**config.mk**
```make
export PLATFORM = sky130hd
export DESIGN_NAME = lcd3_mux
export DESIGN_NICKNAME = d
export VERILOG_FILES = /design/src/rtl/lcd3_pkg.sv /design/src/rtl/lcd3_frame_timer.sv /design/src/rtl/lcd3_seg_map.sv /design/src/rtl/lcd3_level_drive.sv /design/src/rtl/lcd3_mux.sv
export SDC_FILE = /design/constraint.sdc
export NUM_CORES = 1
export LEC_CHECK = 0
export BUFFER_PORTS_ARGS = -buffer_cell sky130_fd_sc_hd__buf_2
export CAP_MARGIN = 20
export CORE_ASPECT_RATIO = 1.5
export CORE_MARGIN = 10
export CORE_UTILIZATION = 30
export CTS_CLUSTER_SIZE = 40
export DETAILED_ROUTE_END_ITERATION = 10
export HOLD_SLACK_MARGIN = 0.06
export PLACE_DENSITY_LB_ADDON = 0.12
export SYNTH_ARGS = -nofsm -noshare
export SYNTH_HDL_FRONTEND = slang
export SYNTH_HIERARCHICAL = 1
export SYNTH_SLANG_ARGS = --single-unit
```
**constraint.sdc**
```tcl
create_clock -name clk -period 3.2 [get_ports clk]
set_clock_uncertainty 0.05 [all_clocks]
set_input_delay 0.64 -clock clk [delete_from_list [all_inputs] [get_ports clk]]
set_output_delay 0.64 -clock clk [all_outputs]
set_load 0.005 [all_outputs]
```
**src/rtl/lcd3_pkg.sv**
```systemverilog
package lcd3_pkg;

    localparam int N_DIGITS = 4;
    localparam int N_BP     = 3;
    localparam int N_LINES  = N_DIGITS * N_BP;
    localparam int N_PHASES = 2 * N_BP;

    // Drive levels of the 1/3-bias scheme
    typedef enum logic [1:0] {
        LV_RAIL_LO = 2'd0,
        LV_MID_LO  = 2'd1,
        LV_MID_HI  = 2'd2,
        LV_RAIL_HI = 2'd3
    } lvl_e;

    typedef enum logic [2:0] {
        S1_POS, S1_NEG, S2_POS, S2_NEG, S3_POS, S3_NEG
    } phase_e;

    // Segment bit order: bit 0 = a ... bit 6 = g
    function automatic logic [6:0] bcd_to_seg(input logic [3:0] v);
        logic [6:0] s;
        case (v)
            4'd0:    s = 7'h3F;
            4'd1:    s = 7'h06;
            4'd2:    s = 7'h5B;
            4'd3:    s = 7'h4F;
            4'd4:    s = 7'h66;
            4'd5:    s = 7'h6D;
            4'd6:    s = 7'h7D;
            4'd7:    s = 7'h07;
            4'd8:    s = 7'h7F;
            4'd9:    s = 7'h6F;
            default: s = 7'h00;
        endcase
        return s;
    endfunction

endpackage

```
**src/rtl/lcd3_frame_timer.sv**
```systemverilog
module lcd3_frame_timer
    import lcd3_pkg::*;
#(
    parameter int PHASE_TICKS = 100
) (
    input  logic            clk,
    input  logic            rst_n,
    output logic [N_BP-1:0] slot_oh,
    output logic            neg_half
);

    localparam int            CW   = $clog2(PHASE_TICKS + 1);
    localparam logic [CW-1:0] LAST = CW'(PHASE_TICKS - 1);

    phase_e        state, state_nx;
    logic [CW-1:0] tick_cnt;

    // State register with phase prescaler
    always_ff @(posedge clk) begin
        if (!rst_n) begin
            state    <= S1_POS;
            tick_cnt <= '0;
        end else if (tick_cnt == LAST) begin
            state    <= state_nx;
            tick_cnt <= '0;
        end else begin
            tick_cnt <= tick_cnt + 1'b1;
        end
    end

    // Next phase and phase outputs
    always_comb begin
        state_nx = S1_POS;
        slot_oh  = 3'b001;
        neg_half = 1'b0;
        unique case (state)
            S1_POS: begin state_nx = S1_NEG; slot_oh = 3'b001; neg_half = 1'b0; end
            S1_NEG: begin state_nx = S2_POS; slot_oh = 3'b001; neg_half = 1'b1; end
            S2_POS: begin state_nx = S2_NEG; slot_oh = 3'b010; neg_half = 1'b0; end
            S2_NEG: begin state_nx = S3_POS; slot_oh = 3'b010; neg_half = 1'b1; end
            S3_POS: begin state_nx = S3_NEG; slot_oh = 3'b100; neg_half = 1'b0; end
            S3_NEG: begin state_nx = S1_POS; slot_oh = 3'b100; neg_half = 1'b1; end
            default: begin state_nx = S1_POS; slot_oh = 3'b001; neg_half = 1'b0; end
        endcase
    end

endmodule

```
**src/rtl/lcd3_seg_map.sv**
```systemverilog
module lcd3_seg_map
    import lcd3_pkg::*;
(
    input  logic [4*N_DIGITS-1:0]           digit_bcd,
    input  logic                            lead_one,
    input  logic                            minus_sign,
    input  logic [N_DIGITS-1:0]             dp_en,
    input  logic                            over_range,
    input  logic                            low_batt,
    input  logic                            cont_flag,
    output logic [N_LINES-1:0][N_BP-1:0]    seg_on
);

    // Extra segment of each digit's B/C line
    logic [N_DIGITS-1:0] extra;
    assign extra = {lead_one, minus_sign, low_batt, cont_flag};

    for (genvar d = 0; d < N_DIGITS; d++) begin : g_digit
        logic [6:0] sg;
        assign sg = over_range ? 7'h00 : bcd_to_seg(digit_bcd[4*d +: 4]);

        // index inside each triple = backplane (0 = first)
        assign seg_on[3*d]     = {extra[d], sg[2], sg[1]};
        if (d == N_DIGITS - 1) begin : g_top
            assign seg_on[3*d + 1] = {sg[6], sg[3], sg[0]};
        end else begin : g_low
            assign seg_on[3*d + 1] = {sg[3], sg[6], sg[0]};
        end
        assign seg_on[3*d + 2] = {dp_en[d], sg[4], sg[5]};
    end

endmodule

```
**src/rtl/lcd3_level_drive.sv**
```systemverilog
module lcd3_level_drive
    import lcd3_pkg::*;
(
    input  logic [N_LINES-1:0][N_BP-1:0] seg_on,
    input  logic [N_BP-1:0]              slot_oh,
    input  logic                         neg_half,
    output logic [2*N_BP-1:0]            bp_code,
    output logic [2*N_LINES-1:0]         seg_code,
    output logic [1:0]                   ann_code
);

    for (genvar b = 0; b < N_BP; b++) begin : g_bp
        assign bp_code[2*b +: 2] = slot_oh[b]
            ? (neg_half ? LV_RAIL_LO : LV_RAIL_HI)
            : (neg_half ? LV_MID_HI  : LV_MID_LO);
    end

    for (genvar l = 0; l < N_LINES; l++) begin : g_line
        logic lit;
        assign lit = |(seg_on[l] & slot_oh);
        assign seg_code[2*l +: 2] = lit
            ? (neg_half ? LV_RAIL_HI : LV_RAIL_LO)
            : (neg_half ? LV_MID_LO  : LV_MID_HI);
    end

    assign ann_code = neg_half ? LV_RAIL_HI : LV_RAIL_LO;

endmodule

```
**src/rtl/lcd3_mux.sv**
```systemverilog
module lcd3_mux
    import lcd3_pkg::*;
#(
    parameter int CLK_HZ   = 60000,
    parameter int FRAME_HZ = 100
) (
    input  logic                    clk,
    input  logic                    rst_n,
    input  logic [4*N_DIGITS-1:0]   digit_bcd,
    input  logic                    lead_one,
    input  logic                    minus_sign,
    input  logic [N_DIGITS-1:0]     dp_en,
    input  logic                    over_range,
    input  logic                    low_batt,
    input  logic                    cont_flag,
    output logic [2*N_BP-1:0]       bp_code,
    output logic [2*N_LINES-1:0]    seg_code,
    output logic [1:0]              ann_code
);

    localparam int PHASE_TICKS = CLK_HZ / (FRAME_HZ * N_PHASES);

    logic [N_BP-1:0]              slot_oh;
    logic                         neg_half;
    logic [N_LINES-1:0][N_BP-1:0] seg_on;

    lcd3_frame_timer #(.PHASE_TICKS(PHASE_TICKS)) i_timer (
        .clk      (clk),
        .rst_n    (rst_n),
        .slot_oh  (slot_oh),
        .neg_half (neg_half)
    );

    lcd3_seg_map i_map (
        .digit_bcd  (digit_bcd),
        .lead_one   (lead_one),
        .minus_sign (minus_sign),
        .dp_en      (dp_en),
        .over_range (over_range),
        .low_batt   (low_batt),
        .cont_flag  (cont_flag),
        .seg_on     (seg_on)
    );

    lcd3_level_drive i_drive (
        .seg_on   (seg_on),
        .slot_oh  (slot_oh),
        .neg_half (neg_half),
        .bp_code  (bp_code),
        .seg_code (seg_code),
        .ann_code (ann_code)
    );

endmodule

```
==> summary.txt, run 1 <==
Power and ir drop
  – P per Cell Area: 198 nW/µm²
  – Leakage power: 0.000949 µW
  – Maximum VDD drop: about 0.18 mV

Critical path
  – Worst r2r src: i_timer/tick_cnt[0]
  – Buffers and inverters on the worst path: 3
  – Reg2Reg Setup Slack: about 1700 ps
  – Critical Path Max Stage Delay: roughly 400 ps
  – CP Launch Type: input pin
  – Crit-path most repeated cell: buf_2
  – Worst-path fanout max: 6
  – Crit path DAT: between 2000 and 2500 ps
  – Critical path class: in2out
  – Delay-heaviest family, CP: compound AO/OA/AOI/OAI gates
  – Crit. End Element: primary output
  – Slowest CP cell: a222oi_1
  – Reg2reg end: i_timer/state[2]
  – R2R depth: 4
  – Worst EP required: 2510 ps
  – Crit path cell chain: buf_2 > inv_1 > ha_1 > nor2b_1 > o311a_1 > a222oi_1 > xnor2_1 > buf_2

Placement
  – PortBufs: 58
  – Final Wtd Congestion: 0.773
  – Post-DP HPWL: 3890 µm
  – DP Cell Count: ~340
  – Post-DP Area: just over 2000 µm²

Hold path
  – Hold depth: 1
  – HP Start: i_timer/tick_cnt[0]
  – Hold endpoint: i_timer/tick_cnt[0]
  – Hold Crit Class: reg2reg

STA
  – Fin. Hold Viols: 0
  – Final period utilization: 0.897
  – Setup TNS: 0 ps
  – Fmax: between 300 and 400 MHz
  – Final max-slew violation count: 0
  – Slew HR: 0.604
  – Endpoints failing setup: 0
  – Hold Slack: between 400 and 500 ps
  – RSZ-0062 raised after global routing: false
  – Worst-Margin Slew: about 590 ps
  – Tmin final: between 2000 and 3000 ps

Clock network
  – TritonCTS buffer count: 3
  – Clock slew at reported path FFs: 50 ps
  – Sink Count: 10
  – # resized after CTS: 0
  – Post-CTS setup buffers: 0
  – Longest Clk Path Bufs: 2
  – CTS tree: yes
  – Worst-Skew Late Latency: 230 ps
  – Root buf cell: clkbuf_8
  – CTS Hold Bufs: 0
  – H-tree depth: 1

Logic synthesis
  – EDFF count, synth: 0
  – Yosys warns: 6
  – Seq/Total Area, Yosys: 0.106
  – Post-Synthesis Cells: 240
  – Syn nets: approximately 300
  – Synth Cell Area: about 1900 µm²
  – FF+latch count, synth: 10
  – Ys async rst share: 0
  – Syn avg cell area: roughly 8 µm²
  – Yosys cell types: 46
  – Top FF cell, synth: dfxtp_1

Global routing
  – GRT overflow: 0
  – Number of global-route vias before repair: ~1700
  – First-pass GRT wire length: roughly 8000 µm
  – Pin count of the biggest net entering global routing: 19
  – Initial antenna violation count: 0
  – Gr usage total: 0.0926

Route
  – Via count: about 1700
  – WL final: ~4800 µm
  – TritonRoute pass-1 iters: 5
  – ANT nets after route: 0
  – Initial drt markers: ~110
  – DRC: 0
  – Post-DR wirelength/cell: 13.9 µm
  – Drt via density: about 5

Die
  – I/O pin cnt: 59
  – Core footprint: roughly 6000 µm²
  – Die area: around 10000 µm²
  – Die width: approximately 85 µm
  – Die height: approximately 120 µm
  – Starting density of the core: 0.309
  – Std cell rows: 35

Finish
  – Share of layout cells above drive strength 1: 0.274
  – Commonest non-fill, non-tap cell in the layout: buf_2
  – Finished Layout Cells: 344
  – Most frequent cells in the layout: buf_2 (58), ha_1 (29), a21oi_1 (21)
  – Final Cell Area: around 2100 µm²
  – Fillers: slightly below 700
  – Final nets: between 300 and 400
  – Inserted Diodes: 0
  – P&R area growth vs syn: 10.1%

Job
  – Max-cap violations: 0

Run status
  – Outcome: finished clean
-- cell families (layout without fill, tap and decap cells) --
logic type               after synthesis  count (layout)  share of synthesized area
adder cells (fa/ha/maj)               29              29                      0.192
XOR/XNOR                              15              15                     0.0694
AND/OR/NAND/NOR                       67              67                      0.213
AO/OA/AOI/OAI                         63              63                      0.229
flip-flops                            10              10                      0.106
multiplexers                           4               4                     0.0212
buffers and inverters                 52              82                      0.171
-- state kept, by name, summed over array words and instances, names as in the netlist --
register	count
i_timer/state	3
i_timer/tick_cnt	7
-- how the worst max path moves through the flow --
stage / start / to / slack, ps / depth (start not counted)
2_1_floorplan: i_timer/state[0] / bp_code[0] / 10 / 5
3_5_place_dp: digit_bcd[9] / seg_code[17] / 350 / 8
6_report: digit_bcd[9] / seg_code[17] / 330 / 8
4_1_cts: digit_bcd[9] / seg_code[17] / 330 / 8
5_1_grt: digit_bcd[9] / seg_code[17] / 230 / 8
3_3_place_gp: digit_bcd[9] / seg_code[17] / 380 / 8
-- synthesized netlist by cell type (2+ instances only) --
master,n,share of area
inv_1,16,0.032
o21ai_1,3,0.0079
mux2i_1,4,0.021
nand2_1,8,0.016
nor2_1,17,0.034
ha_1,29,0.19
or3b_1,2,0.0093
or3_1,2,0.0066
dfxtp_1,10,0.11
o21ai_0,6,0.016
o21a_1,2,0.0079
nor2b_1,5,0.017
a21o_1,3,0.012
buf_2,6,0.016
xnor2_1,13,0.060
a222oi_1,12,0.063
xor2_1,2,0.0093
nand3b_1,3,0.012
buf_4,22,0.087
nand3_1,3,0.0079
nand2b_1,12,0.040
buf_6,5,0.030
or2_1,4,0.013
o22ai_1,6,0.020
or2_2,4,0.013
a21oi_1,21,0.056
-- power breakdown --
group | leakage [µW] | switching (µW) | internal (µW)
clock network | 0.0000216 | 44.9 | 82.0
logic | 0.000846 | 80.6 | 74.0
registers | 0.0000812 | 2.25 | 128
total | 0.000949 | 128 | 284
-- layout make-up --
| class | instances | area, µm² | area share |
|---|---|---|---|
| sequential | 10 | 200 | 0.0960 |
| clock buffer | 3 | 41.3 | 0.0198 |
| timing repair buffer | 61 | 313 | 0.150 |
| tap | 74 | 92.6 | 0.0444 |
| inverter | 18 | 67.6 | 0.0324 |
| multi-input combinational | 178 | 1370 | 0.657 |
-- through the flow --
stage | power (µW) | worst slack, ps | util
after floorplan | 246 | 13.3 | -
after global placement | 290 | 378 | 0.333
after detailed placement | 289 | 351 | 0.333
after CTS | 421 | 331 | 0.340
after global routing | 447 | 227 | 0.340
final | 412 | 331 | 0.340
-- layer usage --
layer / global-route usage / part of all wire / up-vias / wire length [µm]
met1: 0.0985 / 0.40 / 770 / 1900
met4: 0.0198 / 0.0025 / 0 / 12
met2: 0.179 / 0.54 / 29 / 2570
met3: 0.0222 / 0.060 / 2 / 285
li1: - / - / 883 / -
met5: 0 / 0 / - / 0
No activity file was read; power rests on OpenSTA's default activity.
==> inputs of run 2 (changes only) <==
==> constraint.sdc (replaced) <==
create_clock -name clk -period 3.2 [get_ports clk]
set_clock_uncertainty 0.05 [all_clocks]
set_input_delay 0 -clock clk [delete_from_list [all_inputs] [get_ports clk]]
set_output_delay 0 -clock clk [all_outputs]
set_load 0.005 [all_outputs]
==> summary.txt, run 2 (synthesized netlist as in run 1, its figures left out) <==
Route
  – ANT nets after route: 0 (unchanged)
  – WL final: 4690 µm (-1.8%)
  – Via count: 1685 (+0.059%)
  – Post-DR wirelength/cell: 13.6 µm (-1.8%)
  – Initial drt markers: 65 (-43%)
  – Met2 Routed Length: 2400 µm (-6.7%)
  – Max Used Layer: met4
  – TritonRoute pass-1 iters: 5 (unchanged)
  – DRC: 0 (unchanged)
  – Drt via density: 4.90 (about the same)
  – Met3 WL: 329 µm (+15%)
  – Wl on met1: 1920 µm (+1.1%)

Critical path
  – Critical path class: reg2out
  – Crit path cell chain: inv_1 > ha_1 > inv_1 > ha_1 > or2_2 > buf_2
  – Worst EP required: 3150 ps (+640 ps)
  – Slowest CP cell: ha_1
  – CP Launch Type: flip-flop
  – Crit path DAT: 2020 ps (-160 ps)
  – Critical Path Max Stage Delay: 610 ps (+210 ps)
  – Crit. End Element: primary output
  – Worst-path fanout max: 14 (+8)

Hold path
  – Hold Crit Class: in2out

Finish
  – Finished Layout Cells: 344 (unchanged)
  – Inserted Diodes: 0 (unchanged)
  – P&R area growth vs syn: 10.2%
  – Final core utilization: 0.340 (+0.000408)
  – Share of layout cells above drive strength 1: 0.270 (-0.00370)
  – Regs by FF count: i_timer/tick_cnt: 7 flops, i_timer/state: 3 flops
  – Final nets: 328 (unchanged)
  – Max FFs per register: 7 (unchanged)
  – Most frequent cells in the layout: buf_2 (58), ha_1 (29), a21oi_1 (21)
  – Final Cell Area: 2090 µm² (+0.12%)
  – Commonest non-fill, non-tap cell in the layout: buf_2
  – Largest Register: i_timer/tick_cnt

STA
  – Final max-slew violation count: 0 (unchanged)
  – Setup TNS: 0 ps (unchanged)
  – Fin. Hold Viols: 0 (unchanged)
  – RSZ-0062 raised after global routing: false
  – Final period utilization: 0.646 (-0.251)
  – Tmin final: 2070 ps (-802 ps)
  – Fmax: 484 MHz (+39%)
  – Worst-Margin Slew: 569 ps (-24.8 ps)
  – Slew HR: 0.620 (+0.0166)
  – Endpoints failing setup: 0 (unchanged)
  – Final Worst Setup Slack: 1130 ps (+802 ps)

Die
  – Starting density of the core: 0.309 (unchanged)
  – Std cell rows: 35 (unchanged)
  – Die height: 117 µm (unchanged)
  – Die area: 9950 µm² (unchanged)
  – I/O pin cnt: 59 (unchanged)
  – Core footprint: 6130 µm² (unchanged)
  – Die width: 84.9 µm (unchanged)

Global routing
  – Number of global-route vias before repair: 1632 (-3.6%)
  – Pin count of the biggest net entering global routing: 27 (+8)
  – Initial antenna violation count: 0 (unchanged)
  – First-pass GRT wire length: 7680 µm (-2.7%)
  – Gr usage total: 0.0891 (-0.00348)
  – GRT overflow: 0 (unchanged)

Clock network
  – CTS tree: yes
  – H-tree depth: 1 (unchanged)
  – Longest Clk Path Bufs: 2 (unchanged)
  – Root buf cell: clkbuf_8
  – Clock slew at reported path FFs: 40 ps (about the same)
  – TritonCTS buffer count: 3 (unchanged)
  – Sink Count: 10 (unchanged)
  – Worst-Skew Late Latency: 240 ps (about the same)

Placement
  – PortBufs: 58 (unchanged)
  – Post-DP Area: 2040 µm² (-0.37%)
  – Post-Place Worst Slack: 1380 ps (+1030 ps)
  – Post-DP HPWL: 3800 µm (-2.5%)
  – Final Wtd Congestion: 0.762 (-1.5%)
  – DP Cell Count: 340 (-0.29%)

Power and ir drop
  – P per Cell Area: 198 nW/µm² (+0.20%)
  – Maximum VDD drop: 0.172 mV (-6.0%)
  – Leakage power: 0.000948 µW (about the same)

Run status
  – Outcome: finished clean

Job
  – Max-cap violations: 0 (unchanged)
-- run 2: worst paths after layout --
kind	start	endpoint	slack, ps	depth (start not counted)
hold reg to reg	i_timer/tick_cnt[0]	i_timer/tick_cnt[0]	390	1
setup reg to reg	i_timer/tick_cnt[0]	i_timer/state[2]	1710	4
setup / recovery	i_timer/state[1]	bp_code[0]	1130	6
hold / removal	low_batt	seg_code[7]	340	4
-- run 2: metrics by stage --
step | power [µW] | hold WS, ps
floorplan | 246 | 59.2
global placement | 289 | 217
detailed placement | 287 | 226
CTS | 422 | 349
global route | 449 | 364
finish | 413 | 342
-- run 2: what timing repair did --
| action | CTS | global route |
|---|---|---|
| hold buffers | 1 | 0 |
| setup buffers | 0 | 0 |
| gates resized for setup | 0 | 0 |
| hold endpoints to repair | 3 | 0 |
-- run 2: final cells by class --
cell class	instances	area, µm²
inverter	18	67.6
fill	694	4040
tap	74	92.6
sequential	10	200
multi-input combinational	178	1370
timing repair buffer	61	315
clock buffer	3	41.3
-- run 2: worst max-delay path, delay by kind of cell, from the launching register on --
family | cells | cell delay, ps
buf+inv | 3 | 310
fa+ha+maj | 2 | 810
flops | 1 | 400
simple gates | 1 | 260
-- run 2: layer usage --
layer  track usage  up-vias
met3        0.0263        3
met1        0.0951      764
met2         0.166       40
li1              -      878
met4        0.0231        0
met5             0        -
-- run 2: where the power goes --
group          internal, µW  switching (µW)  total, µW  leakage, µW
registers               128            2.04        130    0.0000812
logic                  73.8            79.8        154     0.000846
clock network          82.2            47.3        129    0.0000216
total                   284             129        413     0.000948
